**config.mk**
```make
export PLATFORM = sky130hd
export DESIGN_NAME = burst_rd_seq
export DESIGN_NICKNAME = d
export VERILOG_FILES = /design/src/rtl/burst_seq_pkg.sv /design/src/rtl/burst_ctrl.sv /design/src/rtl/burst_addr_gen.sv /design/src/rtl/burst_word_pack.sv /design/src/rtl/burst_rd_seq.sv
export SDC_FILE = /design/constraint.sdc
export NUM_CORES = 1
export LEC_CHECK = 0
export BUFFER_PORTS_ARGS = -buffer_cell sky130_fd_sc_hd__buf_2
export CORE_MARGIN = 4
export CORE_UTILIZATION = 51
export CTS_CLUSTER_DIAMETER = 200
export CTS_CLUSTER_SIZE = 10
export DETAILED_ROUTE_END_ITERATION = 12
export PLACE_DENSITY = 0.75
export SLEW_MARGIN = 20
export SYNTH_ARGS = -nofsm -noshare
export SYNTH_HDL_FRONTEND = slang
export SYNTH_SLANG_ARGS = --single-unit
```
**constraint.sdc**
```tcl
create_clock -name clk -period 1.9 [get_ports clk]
set_input_delay 0.38 -clock clk [delete_from_list [all_inputs] [get_ports clk]]
set_output_delay 0.38 -clock clk [all_outputs]
set_load 0.02 [all_outputs]
```
**src/rtl/burst_seq_pkg.sv**
```systemverilog
// Package: shared state encoding and beat-count rule for the burst sequencer.
// Assumes: a line holds four 32-bit words, that is eight 16-bit beats.
package burst_seq_pkg;

    localparam int BEATS_PER_LINE = 8;
    localparam int BEAT_CNT_W     = 4;

    typedef enum logic [1:0] {
        ST_IDLE  = 2'd0,
        ST_RUN   = 2'd1,
        ST_FLUSH = 2'd2,
        ST_FIN   = 2'd3
    } seq_state_t;

    // Number of halfword beats for a request.
    function automatic logic [BEAT_CNT_W-1:0] beat_total(
        input logic       line,
        input logic       icache,
        input logic [1:0] start_word
    );
        if (!line)
            return BEAT_CNT_W'(2);
        else if (icache)
            return BEAT_CNT_W'(BEATS_PER_LINE);
        else
            return BEAT_CNT_W'(BEATS_PER_LINE) - {1'b0, start_word, 1'b0};
    endfunction

endpackage

```
**src/rtl/burst_ctrl.sv**
```systemverilog
// Module: burst_ctrl
// Sequence controller. It accepts a request only in idle, runs beats until the
// last one completes without wait, then spends one cycle on the final word
// pulse and one cycle on the done pulse before it returns to idle.
// Assumes: last_beat comes from registered beat state.
module burst_ctrl
    import burst_seq_pkg::*;
(
    input  logic       clk,
    input  logic       rst_n,
    input  logic       req_valid,
    input  logic       bus_wait,
    input  logic       last_beat,
    output logic       load,
    output logic       beat_adv,
    output seq_state_t state
);

    // Acceptance only when idle; a beat advances when running without wait.
    always_comb begin
        load     = (state == ST_IDLE) && req_valid;
        beat_adv = (state == ST_RUN) && !bus_wait;
    end

    // State register and transitions.
    always_ff @(posedge clk) begin
        if (!rst_n) begin
            state <= ST_IDLE;
        end else begin
            case (state)
                ST_IDLE:  if (req_valid) state <= ST_RUN;
                ST_RUN:   if (beat_adv && last_beat) state <= ST_FLUSH;
                ST_FLUSH: state <= ST_FIN;
                ST_FIN:   state <= ST_IDLE;
                default:  state <= ST_IDLE;
            endcase
        end
    end

endmodule

```
**src/rtl/burst_addr_gen.sv**
```systemverilog
// Module: burst_addr_gen
// Holds the line address and a 3-bit halfword pointer that steps modulo 8,
// so the pointer wraps inside the line. It also counts completed beats
// against the total for the request.
// Assumes: load and beat_adv are never high together.
module burst_addr_gen
    import burst_seq_pkg::*;
#(
    parameter int WA = 16
) (
    input  logic          clk,
    input  logic          rst_n,
    input  logic          load,
    input  logic [WA-1:0] req_word_addr,
    input  logic          req_line,
    input  logic          req_icache,
    input  logic          beat_adv,
    output logic [WA:0]   hw_addr,
    output logic [2:0]    half_ptr,
    output logic          last_beat
);

    localparam int LINE_W = WA - 2;

    logic [LINE_W-1:0]     line_q;
    logic [2:0]            ptr_q;
    logic [BEAT_CNT_W-1:0] cnt_q;
    logic [BEAT_CNT_W-1:0] total_q;

    // Latch the request; step the pointer and the beat count per beat.
    always_ff @(posedge clk) begin
        if (!rst_n) begin
            line_q  <= '0;
            ptr_q   <= '0;
            cnt_q   <= '0;
            total_q <= '0;
        end else if (load) begin
            line_q  <= req_word_addr[WA-1:2];
            ptr_q   <= {req_word_addr[1:0], 1'b0};
            cnt_q   <= '0;
            total_q <= beat_total(req_line, req_icache, req_word_addr[1:0]);
        end else if (beat_adv) begin
            ptr_q <= ptr_q + 3'd1;
            cnt_q <= cnt_q + BEAT_CNT_W'(1);
        end
    end

    // Present the address and flag the final beat.
    always_comb begin
        hw_addr   = {line_q, ptr_q};
        half_ptr  = ptr_q;
        last_beat = (cnt_q == total_q - BEAT_CNT_W'(1));
    end

endmodule

```
**src/rtl/burst_word_pack.sv**
```systemverilog
// Module: burst_word_pack
// Keeps the high half and, when the low half completes, issues the joined
// word with a one-cycle valid pulse and its word index.
// Assumes: each word takes two beats, high half (pointer bit 0 = 0) first.
module burst_word_pack (
    input  logic        clk,
    input  logic        rst_n,
    input  logic        beat_adv,
    input  logic [2:0]  half_ptr,
    input  logic [15:0] rdata,
    output logic        word_valid,
    output logic [31:0] word_data,
    output logic [1:0]  word_idx
);

    logic [15:0] hi_q;

    // Capture halves and pulse the valid flag on the second half.
    always_ff @(posedge clk) begin
        if (!rst_n) begin
            hi_q       <= '0;
            word_valid <= 1'b0;
            word_data  <= '0;
            word_idx   <= '0;
        end else begin
            word_valid <= 1'b0;
            if (beat_adv) begin
                if (!half_ptr[0]) begin
                    hi_q <= rdata;
                end else begin
                    word_valid <= 1'b1;
                    word_data  <= {hi_q, rdata};
                    word_idx   <= half_ptr[2:1];
                end
            end
        end
    end

endmodule

```
**src/rtl/burst_rd_seq.sv**
```systemverilog
// Module: burst_rd_seq (top)
// Wrapping burst read sequencer. It fetches one word or a 128-bit line over a
// 16-bit bus, high half first, with wait stretching and an active-low burst
// strobe. The strobe is released during the final beat.
// Assumes: memory data is valid whenever bus_wait is low during a beat.
module burst_rd_seq
    import burst_seq_pkg::*;
#(
    parameter int WA = 16
) (
    input  logic          clk,
    input  logic          rst_n,
    input  logic          req_valid,
    input  logic [WA-1:0] req_word_addr,
    input  logic          req_line,
    input  logic          req_icache,
    output logic [WA:0]   bus_addr,
    output logic          bus_act,
    output logic          bus_strobe_n,
    input  logic          bus_wait,
    input  logic [15:0]   bus_rdata,
    output logic          word_valid,
    output logic [31:0]   word_data,
    output logic [1:0]    word_idx,
    output logic          done,
    output logic          busy
);

    seq_state_t  state;
    logic        load;
    logic        beat_adv;
    logic        last_beat;
    logic [WA:0] hw_addr;
    logic [2:0]  half_ptr;

    burst_ctrl u_ctrl (
        .clk       (clk),
        .rst_n     (rst_n),
        .req_valid (req_valid),
        .bus_wait  (bus_wait),
        .last_beat (last_beat),
        .load      (load),
        .beat_adv  (beat_adv),
        .state     (state)
    );

    burst_addr_gen #(.WA(WA)) u_addr (
        .clk           (clk),
        .rst_n         (rst_n),
        .load          (load),
        .req_word_addr (req_word_addr),
        .req_line      (req_line),
        .req_icache    (req_icache),
        .beat_adv      (beat_adv),
        .hw_addr       (hw_addr),
        .half_ptr      (half_ptr),
        .last_beat     (last_beat)
    );

    burst_word_pack u_pack (
        .clk        (clk),
        .rst_n      (rst_n),
        .beat_adv   (beat_adv),
        .half_ptr   (half_ptr),
        .rdata      (bus_rdata),
        .word_valid (word_valid),
        .word_data  (word_data),
        .word_idx   (word_idx)
    );

    // Bus-side outputs and status decoded from the controller state.
    always_comb begin
        bus_act      = (state == ST_RUN);
        bus_addr     = bus_act ? hw_addr : '0;
        bus_strobe_n = !(bus_act && !last_beat);
        done         = (state == ST_FIN);
        busy         = (state != ST_IDLE);
    end

endmodule

```
# ---- After elaboration in Yosys (flattened, before gate mapping)
# Cells that the tools add are included.
dict set report totals {
  in_bits 38
  output_inout_bits 56
  regBits 78
}
dict set report op_classes {
  n_bitwise 2
  reduce_logical 15
  muxes 9
  add_sub_neg 4
  eq_ne 6
}
# operator n
set ops {}
lappend ops {{17-bit two-way mux} 1}
lappend ops {{4-bit two-way mux} 2}
lappend ops {{2-bit case mux with 4 select lines} 1}
lappend ops {{2-bit AND reduction} 4}
lappend ops {{3-bit two-way mux} 2}
lappend ops {{4-bit by 1-bit adder with 4-bit output, second input constant} 1}
lappend ops {{2-bit equality test, second input constant} 2}
lappend ops {{4-bit equality test} 1}
lappend ops {{1-bit logical AND} 4}
lappend ops {{2-bit two-way mux} 2}
lappend ops {{2-bit nonzero test} 2}
lappend ops {{4-bit by 1-bit subtractor with 4-bit output, second input constant} 1}
lappend ops {{4-bit by 3-bit subtractor with 4-bit output, first input constant} 1}
lappend ops {{3-bit by 1-bit adder with 3-bit output, second input constant} 1}
lappend ops {{1-bit logical NOT} 3}
lappend ops {{2-bit by 1-bit equality test with 1-bit output, second input constant} 1}
lappend ops {{2-bit logical NOT} 1}
lappend ops {{2-bit by 1-bit != test with 1-bit output, second input constant} 1}
lappend ops {{2-bit != test, second input constant} 1}
lappend ops {{1-bit inverter} 2}
lappend ops {{2-bit OR reduction} 1}
lappend ops {{1-bit two-way mux} 1}

# ---- Logic depth before layout (Yosys ltp)
# Gate-level depths: netlist of the first run.
dict set report depth {
  word_depth 5
  ltp_mapped 9
  ltp_nobuf 6
}

# ---- By module
# A second synthesis of the first run with hierarchy kept.
dict set report hier_totals {
  hier_cells 334
  area_unflattened_um2 3383.2
}
# module cells_each seq_area_each_um2 area_each_um2 n_inst
set modules_own_cells {}
lappend modules_own_cells {burst_word_pack 186 1021.0 1933.1 1}
lappend modules_own_cells {burst_addr_gen 104 480.5 1061.0 1}
lappend modules_own_cells {burst_rd_seq 25 0.0 209.0 1}
lappend modules_own_cells {burst_ctrl 19 40.0 180.2 1}

# ---- Worst setup path before layout of the first run
# OpenSTA, ideal clock, no wires.
dict set report synth_path {
  kind {reg2out}
  startpoint {register u_ctrl.state[1]}
  endpoint {output port bus_addr[10]}
  stages_incl_launch_ff 6
  setup_slack_ps 105
  path_buffers 2
  t_required_ps 1520
  arrival_ps 1415
  path_cell_list {dfxtp_1 inv_1 ha_1 clkbuf_1 clkbuf_1 and2_1}
}
dict set report synth_between {
  elab_chain_len 2
}
# element line_no
set synth_lines {}
lappend synth_lines {{from (decl)} burst_ctrl.sv:16} ;# output seq_state_t state
lappend synth_lines {{from (signal assigned)} burst_ctrl.sv:28} ;# state <= ST_IDLE;
lappend synth_lines {{from (signal assigned)} burst_ctrl.sv:31} ;# ST_IDLE: if (req_valid) state <= ST_RUN;
lappend synth_lines {{from (signal assigned)} burst_ctrl.sv:32} ;# ST_RUN: if (beat_adv && last_beat) state <= ST_FLUSH;
lappend synth_lines {{2-bit by 1-bit equality test with 1-bit output} burst_rd_seq.sv:73} ;# bus_act = (state == ST_RUN);
lappend synth_lines {{named net bus_act} burst_rd_seq.sv:18} ;# output logic bus_act,
lappend synth_lines {{17-bit two-way mux} burst_rd_seq.sv:74} ;# bus_addr = bus_act ? hw_addr : '0;
lappend synth_lines {{to (decl)} burst_rd_seq.sv:17} ;# output logic [WA:0] bus_addr,
# The timed path passes the listed nets, and every way through them passes these cells.

# ---- Worst setup path in the final report of the first run
dict set report layout_path {
  startpoint {register u_addr.total_q[2]}
  endpoint {output port bus_strobe_n}
}
dict set report layout_between {
  elab_chain_len 5
}
# element line_no
set layout_lines {}
lappend layout_lines {{from (decl)} burst_addr_gen.sv:28} ;# logic [BEAT_CNT_W-1:0] total_q;
lappend layout_lines {{from (signal assigned)} burst_addr_gen.sv:41} ;# total_q <= beat_total(req_line, req_icache, req_word_addr[1:0]);
lappend layout_lines {{4-bit by 1-bit subtractor with 4-bit output} burst_addr_gen.sv:52} ;# last_beat = (cnt_q == total_q - BEAT_CNT_W'(1));
lappend layout_lines {{4-bit equality test} burst_addr_gen.sv:52}
lappend layout_lines {{1-bit logical NOT} burst_rd_seq.sv:75} ;# bus_strobe_n = !(bus_act && !last_beat);
lappend layout_lines {{1-bit logical AND} burst_rd_seq.sv:75}
lappend layout_lines {{1-bit logical NOT} burst_rd_seq.sv:75}
lappend layout_lines {{to (decl)} burst_rd_seq.sv:19} ;# output logic bus_strobe_n,
# Every way passes these cells.

==> tab_implementation.tex, run 1 <==
\begin{tabular}{lr}
\hline
Metric & Value \\
\hline
\multicolumn{2}{l}{\textbf{Outcome}} \\
\quad Result of the run & complete, no violations \\
\multicolumn{2}{l}{\textbf{Yosys}} \\
\quad Main combinational cell family by area after synthesis & simple AND/OR/NAND/NOR gates \\
\quad Number of library cell types mapped by synthesis & 31 \\
\quad Dominant cell type by area after synthesis & dfxtp\_1 \\
\quad Area share of the largest cell type after synthesis & 49.6\% \\
\quad Cell types occupying the most area after synthesis & dfxtp\_1 50\%, nand2\_1 17\%, a21oi\_1 8.4\% \\
\quad Number of standard cells after synthesis & about 380 \\
\quad Synth cell count leaders & 143 x nand2\_1, 77 x dfxtp\_1, 52 x a21oi\_1 \\
\quad Post-synthesis xor/xnor area fraction & 2.42\% \\
\quad Sequential element share of the synthesized area & 49.6\% \\
\quad Synthesized netlist net count & roughly 430 \\
\quad Fraction of the mapped netlist area in adder cells & 3.63\% \\
\quad Ys Warns & 0 \\
\quad Post-synthesis sequential element count & 77 \\
\quad Top\_reg\_cell synth & dfxtp\_1 \\
\quad Share of synthesized area spent on multiplexers & 0.645\% \\
\quad Ys async rst share & 0\% \\
\quad Synthesized cell area & about 3100 sq um \\
\quad Compound-cell area share of the yosys netlist & roughly 14\% \\
\quad Post-synthesis average cell area & between 8 and 9 sq um \\
\quad Number of enable-type register cells in the synthesized netlist & 0 \\
\quad Cell with the most instances after synthesis & nand2\_1 \\
\quad Synthesized-area fraction occupied by and/or/nand/nor cells & 24.3\% \\
\multicolumn{2}{l}{\textbf{Setup path}} \\
\quad Crit path capture type & output pin \\
\quad Critical path buffer and inverter count & 2 \\
\quad CP top delay family & flip-flops \\
\quad Data arrival at the endpoint of the critical path & 1.48 ns \\
\quad Required arrival time at the worst endpoint & 1.52 ns \\
\quad Critical path fanouts, max & 2 \\
\quad Kind of critical path & reg -> out \\
\quad Worst path slowest cell & dfxtp\_2 \\
\quad Largest stage delay on the critical path & 0.34 ns \\
\quad Type of element launching the critical path & register \\
\quad Cell-by-cell listing of the critical path & inv\_2, ha\_4, xor2\_1, nand4\_1, nand2\_1, buf\_6 \\
\multicolumn{2}{l}{\textbf{Placement}} \\
\quad Routability cong. & 0.761 \\
\quad Pre-CTS worst setup slack & between 0.2 and 0.25 ns \\
\quad Final HPWL from detailed placement & between 4000 and 5000 um \\
\quad Count of port buffers added during placement & 93 \\
\quad Cell area after placement & 3610 sq um \\
\multicolumn{2}{l}{\textbf{Clocking}} \\
\quad Source-to-sink clock delay at the later pin of the worst-skew pair & 0.35 ns \\
\quad Number of clock buffers inserted by TritonCTS & 9 \\
\quad TritonCTS sink count & 77 \\
\quad Buffers from clock root to sink, at most & 2 \\
\quad Hold\_buf cts & 0 \\
\quad Clk pin slew, worst setup/hold paths & 0.08 ns \\
\quad H-tree level count & 3 \\
\quad Buffer cell driving the clock tree root & clkbuf\_8 \\
\quad Clock tree from TritonCTS & done \\
\multicolumn{2}{l}{\textbf{Final layout}} \\
\quad N\_diodes & 0 \\
\quad Final instance area & 3890 sq um \\
\quad Final layout net count & 524 \\
\quad Synth-to-layout area growth & 25.3\% \\
\quad Fraction of final layout cells with drive strength greater than 1 & 28.4\% \\
\multicolumn{2}{l}{\textbf{Detailed routing}} \\
\quad Count of antenna-violating nets left after detailed routing & 0 \\
\quad Detailed-routing wirelength on met1 & 3200 um \\
\quad Routed length on met3 & 506 um \\
\quad Via count normalized by instance count & 4.88 \\
\quad Detailed Routing Iterations Pass 1 & 4 \\
\quad Routed wire length & around 7100 um \\
\quad Routed length per instance & 12.8 um \\
\quad Top layer reached by signal wires & met4 \\
\quad Drt first-iter violations & between 100 and 150 \\
\quad DRC violations left & 0 \\
\quad Vias & between 2000 and 3000 \\
\quad Length of routed met2 wiring & approximately 3200 um \\
\multicolumn{2}{l}{\textbf{Floorplanning}} \\
\quad Initial standard-cell utilization of the core & a little over half \\
\quad Vertical die dimension & 86.0 um \\
\quad I/O pin count & 94 \\
\quad Total Die Area & 7400 sq um \\
\quad Placeable core area & $\sim$5900 sq um \\
\quad Die Wd & roughly 86 um \\
\quad Std cell rows & 28 \\
\multicolumn{2}{l}{\textbf{Timing}} \\
\quad Slack of the critical path & 0.0379 ns \\
\quad Post-layout minimum cycle time & 1.86 ns \\
\quad Pins over their slew limit & 0 \\
\quad Fraction of the cycle the final worst path needs & a little over nine tenths \\
\quad Slew at the pin closest to its max-slew limit & $\sim$0.57 ns \\
\quad Total setup violations reported at the end of the flow & 0 \\
\quad Final worst clock skew & 0.00964 ns \\
\quad F\_max & $\sim$0.54 GHz \\
\quad Rel. slew slack & 62.1\% \\
\quad Final-report hold violation count & 0 \\
\quad RSZ-0062 raised after global routing & yes \\
\multicolumn{2}{l}{\textbf{Run}} \\
\quad Max-cap violation count & 0 \\
\multicolumn{2}{l}{\textbf{Min path}} \\
\quad Tightest Hold Check Type & in -> reg \\
\multicolumn{2}{l}{\textbf{GRT}} \\
\quad Maximum number of pins on one net before global-route repair & 55 \\
\quad Global-route wire length before repair & between 10000 and 15000 um \\
\quad Number of global-route vias before repair & 2607 \\
\quad Number of antenna violations at the first check in global routing & 0 \\
\quad Total routing usage reported by global routing & 19.9\% \\
\quad Global route overflow & 0 \\
\multicolumn{2}{l}{\textbf{Pwr}} \\
\quad Leakage power of the design & 1.70 nW \\
\quad Power consumption & 4.14 mW \\
\quad Power per Cell Area & 1060 nW/um\^{}2 \\
\quad Worst VDD drop & 0.000689 V \\
\hline
\end{tabular}
[worst register-to-register path, delay by kind of cell, from the launching register on]
family,cells,cell delay (ns)
XOR/XNOR,1,0.13
flip-flops,1,0.34
AND/OR/NAND/NOR,1,0.14
adder cells (fa/ha/maj),1,0.25
multiplexers,1,0.14
AO/OA/AOI/OAI,1,0.21
buffers and inverters,4,0.46
[layout by cell type (no fill, tap or decap), drive strengths merged]
cell / instances
o22a: 1
inv: 9
dfxtp: 77
a21boi: 16
or2: 1
a21oi: 52
buf: 109
mux2i: 2
clkinv: 1
nor2b: 2
a311oi: 1
nor2: 8
nand2: 144
or2b: 1
nand4b: 1
xnor3: 1
xor2: 5
nand2b: 1
nand4: 2
and2: 19
bufinv: 1
clkbuf: 11
xnor2: 1
o21ai: 2
clkinvlp: 2
ha: 9
o211ai: 1
a211oi: 2
[layer usage]
metal / GRT usage, % / vias to the layer above
li1: - / 1409
met1: 25.2 / 1201
met2: 31.1 / 90
met3: 5.19 / 17
met4: 10.5 / 0
met5: 0 / -
[stage by stage]
step	setup TNS [ns]	util (%)	instances	hold WS (ns)
after floorplan	0	-	381	0.432
after global placement	0	61.0	535	0.436
after detailed placement	0	61.0	535	0.442
after CTS	0	65.1	554	0.260
after global routing	-0.0682	65.7	557	0.261
final	0	65.7	557	0.274
[sequential cells by signal (all words and copies together), names as in the netlist]
| signal | flops |
|---|---|
| u_pack.word_data | 32 |
| u_ctrl.state | 2 |
| u_addr.cnt_q | 4 |
| u_addr.total_q | 3 |
| u_pack.word_valid | 1 |
| u_pack.word_idx | 2 |
| u_addr.line_q | 14 |
| u_addr.half_ptr | 3 |
| u_pack.hi_q | 16 |
[power by group]
part | switching (mW) | internal (mW)
logic | 0.622 | 0.406
registers | 0.102 | 1.77
clock network | 0.592 | 0.645
[what timing repair did]
action	CTS	global route
pin swaps	3	3
endpoints found under the setup margin	16	16
gates resized for setup	7	5
setup buffers	3	3
cloned	0	0
[layout make-up]
cell class,instances,area (sq um)
Fill cell,532,2030
Sequential cell,77,1550
Multi-Input combinational cell,272,1420
Timing Repair Buffer,109,604
Clock buffer,11,141
Tap cell,75,93.8
Clock inverter,5,58.8
Inverter,8,30.0
[logic make-up after synthesis]
logic type | Yosys count
AO/OA/AOI/OAI | 75
XOR/XNOR | 7
adder cells (fa/ha/maj) | 9
buffers and inverters | 32
flip-flops | 77
multiplexers | 2
AND/OR/NAND/NOR | 179
[worst paths after layout]
kind,startpoint,to,slack (ns),cells after the start
setup / recovery,u_addr.total_q[2]$_SDFFE_PN0P_,bus_strobe_n,0.04,6
hold / removal,bus_rdata[7],u_pack.hi_q[7]$_SDFFE_PN0P_,0.27,3
setup reg to reg,u_addr.total_q[2]$_SDFFE_PN0P_,u_ctrl.state[0]$_SDFFE_PN0P_,0.10,9
hold reg to reg,u_pack.hi_q[2]$_SDFFE_PN0P_,u_pack.word_data[18]$_SDFFE_PN0P_,0.45,2
(Power assumes the default switching activity.)
==> inputs of run 2 (changes only) <==
==> constraint.sdc (replaced) <==
create_clock -name clk -period 1.9 [get_ports clk]
set_input_delay 0.095 -clock clk [delete_from_list [all_inputs] [get_ports clk]]
set_output_delay 0.095 -clock clk [all_outputs]
set_load 0.02 [all_outputs]
==> run 2 against run 1 <==
Wire length rose by 8.4%. Global-route usage rose by 1.6 points. Sequential share of layout area shrank 2.7 points. Clock-buffer cell count shrank 1. Final area grew 6.9%. Setup slack better by 0.097 ns. Largest power group unchanged.
==> tab_implementation.tex, run 2 (synthesis gave the netlist of run 1 again) <==
\begin{tabular}{lr}
\hline
Metric & Value \\
\hline
\multicolumn{2}{l}{\textbf{Setup path}} \\
\quad Crit path capture type & output pin \\
\quad Critical R2R Launch & u\_ctrl.state[1]\$\_SDFFE\_PN0P\_ \\
\quad R2R setup slack & 0.21 ns (+0.11 ns) \\
\quad Largest stage delay on the critical path & 0.34 ns (about the same) \\
\quad Kind of critical path & reg -> out \\
\quad Critical path buffer and inverter count & 2 (unchanged) \\
\quad CP top delay family & flip-flops \\
\quad Critical path fanouts, max & 2 (unchanged) \\
\quad Required arrival time at the worst endpoint & 1.80 ns (+0.28 ns) \\
\quad Type of element launching the critical path & register \\
\quad FF-to-FF End & u\_pack.word\_data[11]\$\_SDFFE\_PN0P\_ \\
\quad Cell-by-cell listing of the critical path & inv\_1, ha\_1, xor2\_1, nand4\_1, nand2\_1, buf\_2 \\
\quad Reg2Reg Depth & 7 (-2) \\
\quad Data arrival at the endpoint of the critical path & 1.67 ns (+0.19 ns) \\
\quad Worst path slowest cell & dfxtp\_1 \\
\multicolumn{2}{l}{\textbf{Clocking}} \\
\quad Number of clock buffers inserted by TritonCTS & 9 (unchanged) \\
\quad Clk pin slew, worst setup/hold paths & 0.08 ns (about the same) \\
\quad Buffer cell driving the clock tree root & clkbuf\_8 \\
\quad Buffers from clock root to sink, at most & 2 (unchanged) \\
\quad H-tree level count & 3 (unchanged) \\
\quad TritonCTS sink count & 77 (unchanged) \\
\quad Source-to-sink clock delay at the later pin of the worst-skew pair & 0.35 ns (about the same) \\
\quad Clock tree from TritonCTS & done \\
\multicolumn{2}{l}{\textbf{Detailed routing}} \\
\quad Drt first-iter violations & 121 (-4.7\%) \\
\quad Via count normalized by instance count & 4.93 (+0.98\%) \\
\quad Routed length per instance & 13.3 um (+4.5\%) \\
\quad Routed wire length & 7700 um (+8.4\%) \\
\quad Vias & 2847 (+4.8\%) \\
\quad Detailed Routing Iterations Pass 1 & 4 (unchanged) \\
\quad Count of antenna-violating nets left after detailed routing & 0 (unchanged) \\
\quad DRC violations left & 0 (unchanged) \\
\multicolumn{2}{l}{\textbf{GRT}} \\
\quad Global route overflow & 0 (unchanged) \\
\quad Total routing usage reported by global routing & 21.5\% (+1.6 points) \\
\quad Global-route wire length before repair & 12800 um (+8.3\%) \\
\quad Maximum number of pins on one net before global-route repair & 34 (-38\%) \\
\quad Number of antenna violations at the first check in global routing & 0 (unchanged) \\
\quad Number of global-route vias before repair & 2904 (+11\%) \\
\multicolumn{2}{l}{\textbf{Floorplanning}} \\
\quad Std cell rows & 28 (unchanged) \\
\quad Vertical die dimension & 86.0 um (unchanged) \\
\quad Placeable core area & 5920 sq um (unchanged) \\
\quad Initial standard-cell utilization of the core & 52.5\% (unchanged) \\
\quad Die Wd & 86.0 um (unchanged) \\
\quad Total Die Area & 7400 sq um (unchanged) \\
\quad I/O pin count & 94 (unchanged) \\
\multicolumn{2}{l}{\textbf{Placement}} \\
\quad Final HPWL from detailed placement & 5040 um (+3.7\%) \\
\quad Routability cong. & 0.755 (-0.83\%) \\
\quad Count of port buffers added during placement & 93 (unchanged) \\
\multicolumn{2}{l}{\textbf{Timing}} \\
\quad Final worst clock skew & 0.00818 ns (-0.00146 ns) \\
\quad Final-report hold violation count & 0 (unchanged) \\
\quad F\_max & 0.567 GHz (+5.5\%) \\
\quad RSZ-0062 raised after global routing & no \\
\quad Slew at the pin closest to its max-slew limit & 0.564 ns (-0.00532 ns) \\
\quad Post-layout minimum cycle time & 1.76 ns (-0.0973 ns) \\
\quad Fraction of the cycle the final worst path needs & 92.9\% (-5.1 points) \\
\quad Total setup violations reported at the end of the flow & 0 (unchanged) \\
\quad Rel. slew slack & 62.4\% (+0.35 points) \\
\quad Final sum of negative setup slack & 0 ns (unchanged) \\
\quad Pins over their slew limit & 0 (unchanged) \\
\multicolumn{2}{l}{\textbf{Min path}} \\
\quad Startpoint of the worst hold path & bus\_rdata[14] \\
\quad Hold path endpoint & u\_pack.word\_data[14]\$\_SDFFE\_PN0P\_ \\
\quad Hold-critical path depth & 3 (unchanged) \\
\quad Tightest Hold Check Type & in -> reg \\
\multicolumn{2}{l}{\textbf{Pwr}} \\
\quad Leakage power of the design & 1.82 nW (+7.1\%) \\
\quad Power consumption & 4.46 mW (+7.8\%) \\
\quad Power per Cell Area & 1070 nW/um\^{}2 (+0.87\%) \\
\quad Worst VDD drop & 0.000730 V (+5.9\%) \\
\multicolumn{2}{l}{\textbf{Final layout}} \\
\quad Number of flip-flops under the largest register name & 32 (unchanged) \\
\quad N\_diodes & 0 (unchanged) \\
\quad Most frequent cells in the layout & 143 x nand2\_1, 93 x buf\_2, 77 x dfxtp\_1 \\
\quad Register containing the most flip-flops in the final layout & u\_pack.word\_data \\
\quad Final core utilization & 70.3\% (+4.5 points) \\
\quad Biggest regs & u\_pack.word\_data (32), u\_pack.hi\_q (16), u\_addr.line\_q (14) \\
\quad Fraction of final layout cells with drive strength greater than 1 & 24.9\% (-3.6 points) \\
\quad Final layout net count & 545 (+4.0\%) \\
\quad Most frequent standard cell in the layout excluding fill and tap cells & nand2\_1 \\
\quad Synth-to-layout area growth & 34.0\% \\
\multicolumn{2}{l}{\textbf{Outcome}} \\
\quad Result of the run & complete, no violations \\
\multicolumn{2}{l}{\textbf{Run}} \\
\quad Max-cap violation count & 0 (unchanged) \\
\hline
\end{tabular}
run 2: report_power, final:
group | internal (mW) | switching, mW
clock | 0.922 | 0.627
sequential | 1.77 | 0.0980
combinational | 0.424 | 0.627
total | 3.11 | 1.35
run 2: worst max-delay path by stage:
stage                                         startpoint                                 to  slack (ns)  cells past startpoint
final                     u_addr.total_q[1]$_SDFFE_PN0P_                       bus_strobe_n        0.14                      6
after global routing      u_addr.total_q[1]$_SDFFE_PN0P_                       bus_strobe_n        0.03                      6
after CTS                   u_ctrl.state[1]$_SDFFE_PN0P_  u_pack.word_data[11]$_SDFFE_PN0P_        0.12                      7
after detailed placement    u_ctrl.state[1]$_SDFFE_PN0P_  u_pack.word_data[31]$_SDFFE_PN0P_        0.16                      7
after global placement      u_ctrl.state[1]$_SDFFE_PN0P_       u_pack.hi_q[12]$_SDFFE_PN0P_        0.27                      6
after floorplan             u_ctrl.state[1]$_SDFFE_PN0P_  u_pack.word_data[10]$_SDFFE_PN0P_        0.25                      9
run 2: cell type report:
class                   count  area (sq um)
clock buffers              10           138
repair buffers            130           846
flip-flops and latches     77          1540
well taps                  75          93.8
clock inverters             6           118
fillers                   471          1760
multi-input cells         272          1390
inverters                   8          30.0
run 2: metrics by stage:
step / cells / setup slack [ns] / instance area (sq um) / hold WS, ns
2_1_floorplan: 381 / 0.255 / 3110 / 0.231
3_3_place_gp: 534 / 0.268 / 3630 / 0.345
3_5_place_dp: 534 / 0.161 / 3630 / 0.354
4_1_cts: 576 / 0.121 / 4140 / 0.000425
5_1_grt: 578 / 0.0250 / 4160 / 0.0204
6_report: 578 / 0.135 / 4160 / 0.0109
run 2: worst min-delay path, delay by kind of cell:
kind            cells  cell delay [ns]
simple gates        1             0.05
compound gates      1             0.05
buf+inv             1             0.11
run 2: what timing repair did:
item | in CTS | in global routing
gates resized for setup | 0 | 1
hold buffers | 26 | 0
hold endpoints to repair | 32 | 0
endpoints found under the setup margin | 0 | 14
buffers inserted | 0 | 2
run 2: routing by layer:
layer,wire length [um],track usage (%),share of wire [%]
met5,0,0,0
met2,3720,36.9,48
met1,3320,25.1,43
met4,201,10.2,2.6
met3,466,5.09,6.1
==> inputs of run 3 (changes only) <==
--- a/config.mk
+++ b/config.mk
@@ -6,12 +6,14 @@
 export NUM_CORES = 1
 export LEC_CHECK = 0
 export BUFFER_PORTS_ARGS = -buffer_cell sky130_fd_sc_hd__buf_2
+export CELL_PAD_IN_SITES_DETAIL_PLACEMENT = 0
+export CELL_PAD_IN_SITES_GLOBAL_PLACEMENT = 1
 export CORE_MARGIN = 4
-export CORE_UTILIZATION = 51
-export CTS_CLUSTER_DIAMETER = 200
+export CORE_UTILIZATION = 33
+export CTS_CLUSTER_DIAMETER = 80
 export CTS_CLUSTER_SIZE = 10
 export DETAILED_ROUTE_END_ITERATION = 12
-export PLACE_DENSITY = 0.75
+export PLACE_DENSITY = 0.71
 export SLEW_MARGIN = 20
 export SYNTH_ARGS = -nofsm -noshare
 export SYNTH_HDL_FRONTEND = slang
==> constraint.sdc (replaced) <==
create_clock -name clk -period 1.4 [get_ports clk]
set_input_delay 0.07 -clock clk [delete_from_list [all_inputs] [get_ports clk]]
set_output_delay 0.07 -clock clk [all_outputs]
set_load 0.02 [all_outputs]
==> run 3 against run 2 <==
The flow now finishes with violations (negative setup slack). Combinational power grew to 2.6 times the previous value. Sequential share of layout area fell by 8.6 points. Largest power group is now combinational logic. Clock power rose by 14%. Utilization decreased by 11 points. Setup slack got worse by 0.40 ns. Clock skew is 0.0040 ns higher.
==> tab_implementation.tex, run 3 (synthesis gave the netlist of run 1 again) <==
\begin{tabular}{lr}
\hline
Metric & Value \\
\hline
\multicolumn{2}{l}{\textbf{Outcome}} \\
\quad Result of the run & finished with violations \\
\quad Violations in the final reports & negative setup slack \\
\multicolumn{2}{l}{\textbf{Detailed routing}} \\
\quad Routed wire length & 9770 um (+27\%) \\
\quad Count of antenna-violating nets left after detailed routing & 0 (unchanged) \\
\quad Vias & 3094 (+8.7\%) \\
\quad Detailed Routing Iterations Pass 1 & 4 (unchanged) \\
\quad Routed length per instance & 15.0 um (+12\%) \\
\quad Drt first-iter violations & 59 (-51\%) \\
\quad DRC violations left & 0 (unchanged) \\
\quad Via count normalized by instance count & 4.74 (-3.8\%) \\
\multicolumn{2}{l}{\textbf{Timing}} \\
\quad Post-layout minimum cycle time & 1.66 ns \\
\quad Fraction of the cycle the final worst path needs & 119\% \\
\quad Final worst clock skew & 0.0122 ns (+0.00401 ns) \\
\quad F\_max & 0.602 GHz \\
\quad Pins over their slew limit & 0 (unchanged) \\
\quad Final-report hold violation count & 0 (unchanged) \\
\quad Slack of the critical path & -0.260 ns (-0.395 ns) \\
\quad Total setup violations reported at the end of the flow & 73 (+73) \\
\quad Rel. slew slack & 75.2\% (+13 points) \\
\quad RSZ-0062 raised after global routing & yes \\
\quad Slew at the pin closest to its max-slew limit & 0.372 ns (-0.192 ns) \\
\multicolumn{2}{l}{\textbf{Floorplanning}} \\
\quad Placeable core area & 9200 sq um (+55\%) \\
\quad Die Wd & 105 um (+22\%) \\
\quad Total Die Area & 11000 sq um (+49\%) \\
\quad I/O pin count & 94 (unchanged) \\
\quad Std cell rows & 35 (+25\%) \\
\quad Vertical die dimension & 105 um (+22\%) \\
\quad Initial standard-cell utilization of the core & 33.8\% (-19 points) \\
\multicolumn{2}{l}{\textbf{GRT}} \\
\quad Global-route wire length before repair & 15200 um (+19\%) \\
\quad Maximum number of pins on one net before global-route repair & 55 (+62\%) \\
\quad Number of antenna violations at the first check in global routing & 0 (unchanged) \\
\quad Number of global-route vias before repair & 3063 (+5.5\%) \\
\quad Total routing usage reported by global routing & 17.1\% (-4.4 points) \\
\quad Global route overflow & 0 (unchanged) \\
\multicolumn{2}{l}{\textbf{Final layout}} \\
\quad Most frequent standard cell in the layout excluding fill and tap cells & buf\_2 \\
\quad Register containing the most flip-flops in the final layout & u\_pack.word\_data \\
\quad Final layout net count & 584 (+7.2\%) \\
\quad Final instance area & 5430 sq um (+31\%) \\
\quad Fraction of final layout cells with drive strength greater than 1 & 60.5\% (+36 points) \\
\quad Biggest regs & u\_pack.word\_data (32), u\_pack.hi\_q (16), u\_addr.line\_q (14) \\
\quad Number of flip-flops under the largest register name & 32 (unchanged) \\
\quad Final core utilization & 59.1\% (-11 points) \\
\quad Synth-to-layout area growth & 75.0\% \\
\quad N\_diodes & 0 (unchanged) \\
\quad Register area & 1550 sq um (+0.41\%) \\
\quad Area of the multi-input gates & 2060 sq um (+48\%) \\
\quad Filler cell count in the final layout & 832 (+77\%) \\
\quad Most frequent cells in the layout & 73 x buf\_2, 72 x dfxtp\_1, 63 x nand2\_2 \\
\multicolumn{2}{l}{\textbf{Clocking}} \\
\quad Source-to-sink clock delay at the later pin of the worst-skew pair & 0.35 ns (about the same) \\
\quad Number of clock buffers inserted by TritonCTS & 9 (unchanged) \\
\quad TritonCTS sink count & 77 (unchanged) \\
\quad Buffer cell driving the clock tree root & clkbuf\_8 \\
\quad H-tree level count & 3 (unchanged) \\
\quad Clk pin slew, worst setup/hold paths & 0.07 ns (about the same) \\
\quad Buffers from clock root to sink, at most & 2 (unchanged) \\
\quad Clock tree from TritonCTS & done \\
\multicolumn{2}{l}{\textbf{Min path}} \\
\quad Tightest Hold Check Type & in -> reg \\
\multicolumn{2}{l}{\textbf{Setup path}} \\
\quad Data arrival at the endpoint of the critical path & 1.59 ns (-0.08 ns) \\
\quad Required arrival time at the worst endpoint & 1.33 ns (-0.47 ns) \\
\quad Kind of critical path & reg -> out \\
\quad R2R setup slack & -0.23 ns (-0.44 ns) \\
\quad Critical path fanouts, max & 2 (unchanged) \\
\quad Crit path capture type & output pin \\
\quad Type of element launching the critical path & register \\
\multicolumn{2}{l}{\textbf{Placement}} \\
\quad Count of port buffers added during placement & 93 (unchanged) \\
\quad Pre-CTS worst setup slack & -0.155 ns (-0.316 ns) \\
\quad Final HPWL from detailed placement & 5200 um (+3.2\%) \\
\quad Cell area after placement & 3790 sq um (+4.5\%) \\
\quad Routability cong. & 0.740 (-1.9\%) \\
\multicolumn{2}{l}{\textbf{Pwr}} \\
\quad Leakage power of the design & 2.25 nW (+24\%) \\
\quad Power consumption & 7.12 mW (+59\%) \\
\quad Power per Cell Area & 1310 nW/um\^{}2 (+22\%) \\
\quad Worst VDD drop & 0.000823 V (+13\%) \\
\multicolumn{2}{l}{\textbf{Run}} \\
\quad Max-cap violation count & 0 (unchanged) \\
\hline
\end{tabular}
[run 3: cell types whose count changed in the layout (fill, tap and decap cells not counted), sizes merged]
cell,change
buf,+29
dlygate4sd3,+4
bufinv,-2
inv,+2
and2,+5
clkinv,+1
[run 3: final timing paths]
check,from,end,cells past startpoint
setup / recovery,u_addr.total_q[1]$_SDFFE_PN0P_,bus_strobe_n,7
hold / removal,req_line,u_addr.total_q[2]$_SDFFE_PN0P_,3
setup reg to reg,u_ctrl.state[1]$_SDFFE_PN0P_,u_pack.hi_q[15]$_SDFFE_PN0P_,8
hold reg to reg,u_pack.hi_q[14]$_SDFFE_PN0P_,u_pack.word_data[30]$_SDFFE_PN0P_,2
[run 3: layout make-up]
class                   count  area share (%)
well taps                 111            2.56
clock buffers               9            2.28
clock inverters             7            1.47
inverters                   8           0.553
multi-input cells         277            37.9
repair buffers            164            26.8
flip-flops and latches     77            28.5
[run 3: timing repair]
item | in CTS | in global routing
setup buffers | 71 | 9
endpoints found under the hold margin | 44 | 0
gates resized for setup | 118 | 144
gates cloned | 12 | 1
endpoints found under the setup margin | 68 | 91
pin swaps | 62 | 66
hold buffers | 30 | 0
[run 3: critical path: stages (launching register included)]
cell	delay, ns
dfxtp_2	0.34
inv_2	0.05
ha_4	0.26
xor2_1	0.13
nand4_1	0.15
buf_4	0.17
nand2_2	0.05
buf_6	0.11
[run 3: stage by stage]
stage / hold WS [ns] / TNS (ns) / std cells
finish: 0.0289 / -8.64 / 653
CTS: 0.0104 / -7.58 / 648
floorplan: 0.206 / -2.13 / 381
global placement: 0.322 / -2.66 / 580
global route: 0.0183 / -14.19 / 653
detailed placement: 0.330 / -4.53 / 580
[run 3: report_power, final]
group	total [mW]	internal [mW]	switching, mW
Combinational	2.78	1.50	1.28
Sequential	2.58	2.41	0.170
Clock	1.77	0.853	0.913
Total	7.12	4.76	2.36
[run 3: per-layer routing]
layer,global-route usage (%),routed length (um),vias to the layer above
li1,-,-,1544
met3,5.74,505,9
met1,21.1,4230,1462
met4,3.84,129,0
met2,28.7,4900,79
met5,0,0,-
